`src/rtl/rtc_upd_pkg.sv`:
```
package rtc_upd_pkg;

  typedef enum logic [1:0] {
    ST_IDLE = 2'd0,
    ST_LEAD = 2'd1,
    ST_XFER = 2'd2
  } upd_state_e;

  localparam logic [1:0] DC_MARK = 2'b11;

  // a byte agrees when equal, or when its two top bits mark it don't-care
  function automatic logic byte_agrees(input logic [7:0] alm, input logic [7:0] tim);
    return (alm[7:6] == DC_MARK) || (alm == tim);
  endfunction

endpackage

```
`src/rtl/rtc_upd_timer.sv`:
```
module rtc_upd_timer
  import rtc_upd_pkg::*;
#(
  parameter int LEAD_TICKS = 8,
  parameter int UPD_TICKS  = 64
) (
  input  logic clk,
  input  logic rst_n,
  input  logic sec_tick,
  input  logic fast_tick,
  input  logic freeze,
  output logic uip,
  output logic inc_strobe,
  output logic copy_en,
  output logic finish
);

  localparam int XFER_TICKS = UPD_TICKS - LEAD_TICKS;
  localparam int CW         = $clog2(UPD_TICKS + 1);
  localparam logic [CW-1:0] LEAD_LAST = CW'(LEAD_TICKS - 1);
  localparam logic [CW-1:0] XFER_LAST = CW'(XFER_TICKS - 1);

  upd_state_e    state_q;
  logic [CW-1:0] cnt_q;
  logic          lead_done;

  always_comb begin
    lead_done = (state_q == ST_LEAD) && fast_tick && (cnt_q == LEAD_LAST);
    finish    = (state_q == ST_XFER) && fast_tick && (cnt_q == XFER_LAST);
    uip       = (state_q != ST_IDLE);
  end

  always_ff @(posedge clk or negedge rst_n) begin
    if (!rst_n) begin
      state_q    <= ST_IDLE;
      cnt_q      <= '0;
      inc_strobe <= 1'b0;
      copy_en    <= 1'b0;
    end else begin
      inc_strobe <= 1'b0;
      copy_en    <= 1'b0;
      unique case (state_q)
        ST_IDLE: begin
          if (sec_tick) begin
            state_q    <= ST_LEAD;
            cnt_q      <= '0;
            inc_strobe <= 1'b1;
          end
        end
        ST_LEAD: begin
          if (lead_done) begin
            state_q <= ST_XFER;
            cnt_q   <= '0;
            copy_en <= ~freeze;
          end else if (fast_tick) begin
            cnt_q <= cnt_q + CW'(1);
          end
        end
        ST_XFER: begin
          if (finish) begin
            state_q <= ST_IDLE;
            cnt_q   <= '0;
          end else if (fast_tick) begin
            cnt_q <= cnt_q + CW'(1);
          end
        end
        default: begin
          state_q <= ST_IDLE;
          cnt_q   <= '0;
        end
      endcase
    end
  end

endmodule

```
`src/rtl/rtc_alarm_match.sv`:
```
module rtc_alarm_match
  import rtc_upd_pkg::*;
#(
  parameter int N_BYTES = 3
) (
  input  logic [8*N_BYTES-1:0] time_bytes,
  input  logic [8*N_BYTES-1:0] alarm_bytes,
  output logic                 all_agree
);

  logic [N_BYTES-1:0] hit;

  for (genvar gi = 0; gi < N_BYTES; gi++) begin : g_byte
    assign hit[gi] = byte_agrees(alarm_bytes[8*gi +: 8], time_bytes[8*gi +: 8]);
  end

  assign all_agree = &hit;

endmodule

```
`src/rtl/rtc_flag_bank.sv`:
```
module rtc_flag_bank (
  input  logic clk,
  input  logic rst_n,
  input  logic finish,
  input  logic match,
  input  logic flag_clr,
  input  logic en_alarm,
  input  logic en_upd,
  output logic alarm_flag,
  output logic upd_end_flag,
  output logic irq
);

  always_ff @(posedge clk or negedge rst_n) begin
    if (!rst_n) begin
      alarm_flag   <= 1'b0;
      upd_end_flag <= 1'b0;
    end else begin
      upd_end_flag <= finish | (upd_end_flag & ~flag_clr);
      alarm_flag   <= (finish & match) | (alarm_flag & ~flag_clr);
    end
  end

  assign irq = (alarm_flag & en_alarm) | (upd_end_flag & en_upd);

endmodule

```
`src/rtl/rtc_upd_seq.sv`:
```
module rtc_upd_seq #(
  parameter int N_BYTES    = 3,
  parameter int LEAD_TICKS = 8,
  parameter int UPD_TICKS  = 64
) (
  input  logic                 clk,
  input  logic                 rst_n,
  input  logic                 sec_tick,
  input  logic                 fast_tick,
  input  logic                 freeze,
  input  logic [8*N_BYTES-1:0] time_bytes,
  input  logic [8*N_BYTES-1:0] alarm_bytes,
  input  logic                 en_alarm,
  input  logic                 en_upd,
  input  logic                 flag_clr,
  output logic                 uip,
  output logic                 inc_strobe,
  output logic                 copy_en,
  output logic                 alarm_flag,
  output logic                 upd_end_flag,
  output logic                 irq
);

  logic finish;
  logic match;

  rtc_upd_timer #(
    .LEAD_TICKS(LEAD_TICKS),
    .UPD_TICKS (UPD_TICKS)
  ) u_timer (
    .clk       (clk),
    .rst_n     (rst_n),
    .sec_tick  (sec_tick),
    .fast_tick (fast_tick),
    .freeze    (freeze),
    .uip       (uip),
    .inc_strobe(inc_strobe),
    .copy_en   (copy_en),
    .finish    (finish)
  );

  rtc_alarm_match #(
    .N_BYTES(N_BYTES)
  ) u_match (
    .time_bytes (time_bytes),
    .alarm_bytes(alarm_bytes),
    .all_agree  (match)
  );

  rtc_flag_bank u_flags (
    .clk         (clk),
    .rst_n       (rst_n),
    .finish      (finish),
    .match       (match),
    .flag_clr    (flag_clr),
    .en_alarm    (en_alarm),
    .en_upd      (en_upd),
    .alarm_flag  (alarm_flag),
    .upd_end_flag(upd_end_flag),
    .irq         (irq)
  );

endmodule

```
`config.mk`:
```
export PLATFORM = sky130hd
export DESIGN_NAME = rtc_upd_seq
export DESIGN_NICKNAME = d
export VERILOG_FILES = /design/src/rtl/rtc_upd_pkg.sv /design/src/rtl/rtc_upd_timer.sv /design/src/rtl/rtc_alarm_match.sv /design/src/rtl/rtc_flag_bank.sv /design/src/rtl/rtc_upd_seq.sv
export SDC_FILE = /design/constraint.sdc
export NUM_CORES = 1
export LEC_CHECK = 0
export ABC_AREA = 0
export BUFFER_PORTS_ARGS = -buffer_cell sky130_fd_sc_hd__buf_2
export CAP_MARGIN = 10
export CORE_ASPECT_RATIO = 0.7
export CORE_UTILIZATION = 45
export CTS_CLUSTER_SIZE = 16
export DETAILED_ROUTE_END_ITERATION = 8
export GPL_TIMING_DRIVEN = 0
export PLACE_DENSITY = 0.83
export SLEW_MARGIN = 10
export SYNTH_ARGS = -nofsm -noshare
export SYNTH_HDL_FRONTEND = slang
export SYNTH_SLANG_ARGS = --single-unit
export TNS_END_PERCENT = 50
```
`constraint.sdc`:
```
create_clock -name clk -period 4.96 [get_ports clk]
set_input_delay 0.248 -clock clk [delete_from_list [all_inputs] [get_ports clk]]
set_output_delay 0.248 -clock clk [all_outputs]
set_load 0.02 [all_outputs]
```
==> key figures <==
Die
  – Die area: 0.00245 mm2
  – Initial Util: 0.512
  – Rows: 13
  – Die width: 58.8 um
  – # IOs: 62
  – Core footprint: 0.00198 mm2
  – Die height: 41.8 um

CTS
  – Root buf cell: clkbuf_4
  – CTS Sinks: 13
  – CTS buffer count: 3
  – Reg clk slew, reported paths: 0.08 ns
  – CTS tree: done
  – Clk Latency, worst-skew pair: 0.28 ns
  – Max Root-Sink Buffers: 2
  – H-tree depth: 1

STA
  – Final Cycle Share: 0.391
  – F_max: 516 MHz
  – Setup violators final: 0
  – Clock period minus worst slack: 1.94 ns
  – Worst-margin pin slew: 0.474 ns
  – Max-slew violations: 0
  – Skew final: 0.00222 ns
  – Slew margin rel.: 0.684
  – RSZ-0062 raised after global routing: no
  – Final Hold Viols: 0
  – Setup Total Neg Slack: 0 ns

Job
  – Maxcap violations: 0

Routing
  – Vias: 1060
  – Vias/cell: 5.17
  – Routed wire length per instance: 13.0 um
  – DRC Markers: 0
  – Final ANT Viol Nets: 0
  – Detailed Route WL: 2.67 mm
  – Pre-Repair DR Iteration Count: 4
  – Initial drt markers: 29

Pwr
  – Tot Pwr: 0.404 mW
  – PwrDens: 290 mW/mm2
  – Worst vdd ir: 0.000198 V
  – Pleak: 0.689 nW

Critical path
  – Worst r2r src: u_timer.cnt_q[3]$_DFFE_PN0P_
  – Critical Path Start Type: flop
  – Origin of the worst setup path: u_timer.cnt_q[3]$_DFFE_PN0P_
  – Setup CP Type: flop to flop
  – Worst path required time: 5.11 ns
  – Crit-path max FO: 7
  – CP endpoint kind: flop
  – Worst Path Arrival: 2.08 ns

Worst hold path
  – Hold WC Path Type: input pin to flop
  – Hold_sp: freeze

Place
  – Final estimated routing congestion in global placement: 0.893
  – IO buf count: 61
  – Post-DP HPWL: 2.21 mm
  – Placed inst area: 0.00136 mm2

Final layout
  – Fill count: 165
  – # diodes: 0
  – Area growth from synthesis to layout: 37.3%
  – Fin area: 0.00140 mm2
  – Ratio of cells with drive above 1 in the final layout: 0.377
  – Nets: 238

Logic synthesis
  – Sequential share of the synthesized area: 0.320
  – Synth Area per Inst: 9.32 um2
  – Post-synthesis cell type count: 30
  – Mapped cell area: 0.00102 mm2
  – Mapped Cells: 109
  – Syn_nets: 171
  – YS warnings: 0
  – #FFs+latches synth: 13

Run status
  – Status: finished clean

GRT
  – Largest net degree at the start of global routing: 14
  – Antenna violations before repair: 0
  – Via count of the first global-routing pass: 1005
  – Total track usage: 0.221
  – Grt total ovfl: 0
  – First-pass GRT wire length: 4.19 mm
-- cell type report --
type                            instances  area, um2  area share
Tap cell                               30       37.5      0.0269
Sequential cell                        13        325       0.233
Buffer                                  1       3.75     0.00269
Inverter                                4       15.0      0.0108
Timing Repair Buffer                   62        315       0.226
Multi-Input combinational cell         91        672       0.482
Clock buffer                            4       26.3      0.0188
-- routing by layer --
| layer | share of wire | vias to the layer above | global-route usage |
|---|---|---|---|
| met3 | 0.072 | 0 | 0.0748 |
| met4 | 0 | 0 | 0.0190 |
| met5 | 0 | - | 0 |
| li1 | - | 524 | - |
| met2 | 0.51 | 38 | 0.405 |
| met1 | 0.42 | 498 | 0.255 |
-- worst paths after layout --
check | endpoint | slack [ns] | depth (start not counted)
setup / recovery | u_timer.cnt_q[5]$_DFFE_PN0P_ | 3.02 | 4
hold / removal | u_timer.copy_en$_DFF_PN0_ | 0.12 | 2
setup reg to reg | u_timer.cnt_q[5]$_DFFE_PN0P_ | 3.02 | 4
hold reg to reg | u_timer.cnt_q[0]$_DFFE_PN0P_ | 0.52 | 1
max in group asynchronous | u_timer.inc_strobe$_DFF_PN0_ | 4.36 | 2
min in group asynchronous | u_timer.cnt_q[0]$_DFFE_PN0P_ | 0.37 | 2
-- layout by cell type (no fill, tap or decap), types with 2 or more instances in the layout --
cell type / Yosys / routed
buf_2: 0 / 61
xor2_1: 26 / 26
dfrtp_1: 13 / 13
nand2_1: 11 / 11
nor4_1: 7 / 7
ha_1: 6 / 6
a21oi_1: 5 / 5
inv_1: 4 / 4
o21ai_0: 4 / 4
o211ai_1: 4 / 4
a22oi_1: 3 / 3
clkbuf_4: 0 / 3
nor3_1: 2 / 2
nand2b_1: 2 / 2
o41ai_1: 2 / 2
and2_1: 2 / 2
clkbuf_1: 1 / 2
xnor2_1: 2 / 2
nand3_1: 2 / 2
-- cell usage after synthesis --
library cell | n | area [um2]
nor4_1 | 7 | 43.8
nor3_1 | 2 | 10.0
o211ai_2 | 1 | 12.5
a22o_1 | 1 | 8.76
o21ai_1 | 1 | 5.00
a22oi_1 | 3 | 22.5
o41a_1 | 1 | 11.3
ha_1 | 6 | 75.1
and3_1 | 1 | 6.26
dfrtp_1 | 13 | 325
or4_4 | 1 | 11.3
or4_1 | 1 | 7.51
xnor2_1 | 2 | 17.5
and2_1 | 2 | 12.5
nand2b_1 | 2 | 12.5
o21ai_0 | 4 | 20.0
inv_1 | 4 | 15.0
o211ai_1 | 4 | 30.0
o31ai_1 | 1 | 7.51
nor3b_1 | 1 | 7.51
or3b_1 | 1 | 8.76
xor2_1 | 26 | 228
nand3_1 | 2 | 10.0
o21a_1 | 1 | 7.51
o41ai_1 | 2 | 17.5
nor2b_1 | 1 | 6.26
nand4_1 | 1 | 6.26
nand2_1 | 11 | 41.3
clkbuf_1 | 1 | 3.75
a21oi_1 | 5 | 25.0
-- cells by family (layout without fill, tap and decap cells) --
kind of cell	after synthesis	in the layout	share of synthesized area
AO/OA/AOI/OAI	24	24	0.165
XOR/XNOR	28	28	0.241
adder cells (fa/ha/maj)	6	6	0.0739
buffers and inverters	5	71	0.0185
flip-flops	13	13	0.320
AND/OR/NAND/NOR	33	33	0.181
-- where the power goes --
part           internal, mW  switching (mW)
Combinational        0.0823           0.120
Sequential            0.121          0.0148
Clock                0.0312          0.0348
-- what timing repair did --
action,CTS,global route
resized for setup,0,0
setup buffers,0,0
hold buffers,1,0
endpoints found under the hold margin,13,0
-- critical path: stages, from the launching register on --
cell	delay, ns
dfrtp_1	0.42
or3b_1	0.45
o41a_1	0.47
o211ai_2	0.35
a21oi_1	0.12
-- sequential cells by signal, indices dropped and copies added (netlist names) --
| name | cells |
|---|---|
| u_timer.cnt_q | 7 |
| u_flags.alarm_flag | 1 |
| u_timer.copy_en | 1 |
| u_flags.upd_end_flag | 1 |
| u_timer.state_q | 2 |
| u_timer.inc_strobe | 1 |
-- metrics by stage --
step / cells / hold WS [ns] / worst slack (ns) / util
floorplan: 109 / -0.0476 / 3.24 / -
global placement: 200 / 0.146 / 3.09 / 0.685
detailed placement: 200 / 0.145 / 3.05 / 0.685
CTS: 205 / 0.122 / 3.04 / 0.703
global route: 205 / 0.119 / 2.94 / 0.703
finish: 205 / 0.117 / 3.02 / 0.703
Power figures use the tool's default switching activity.
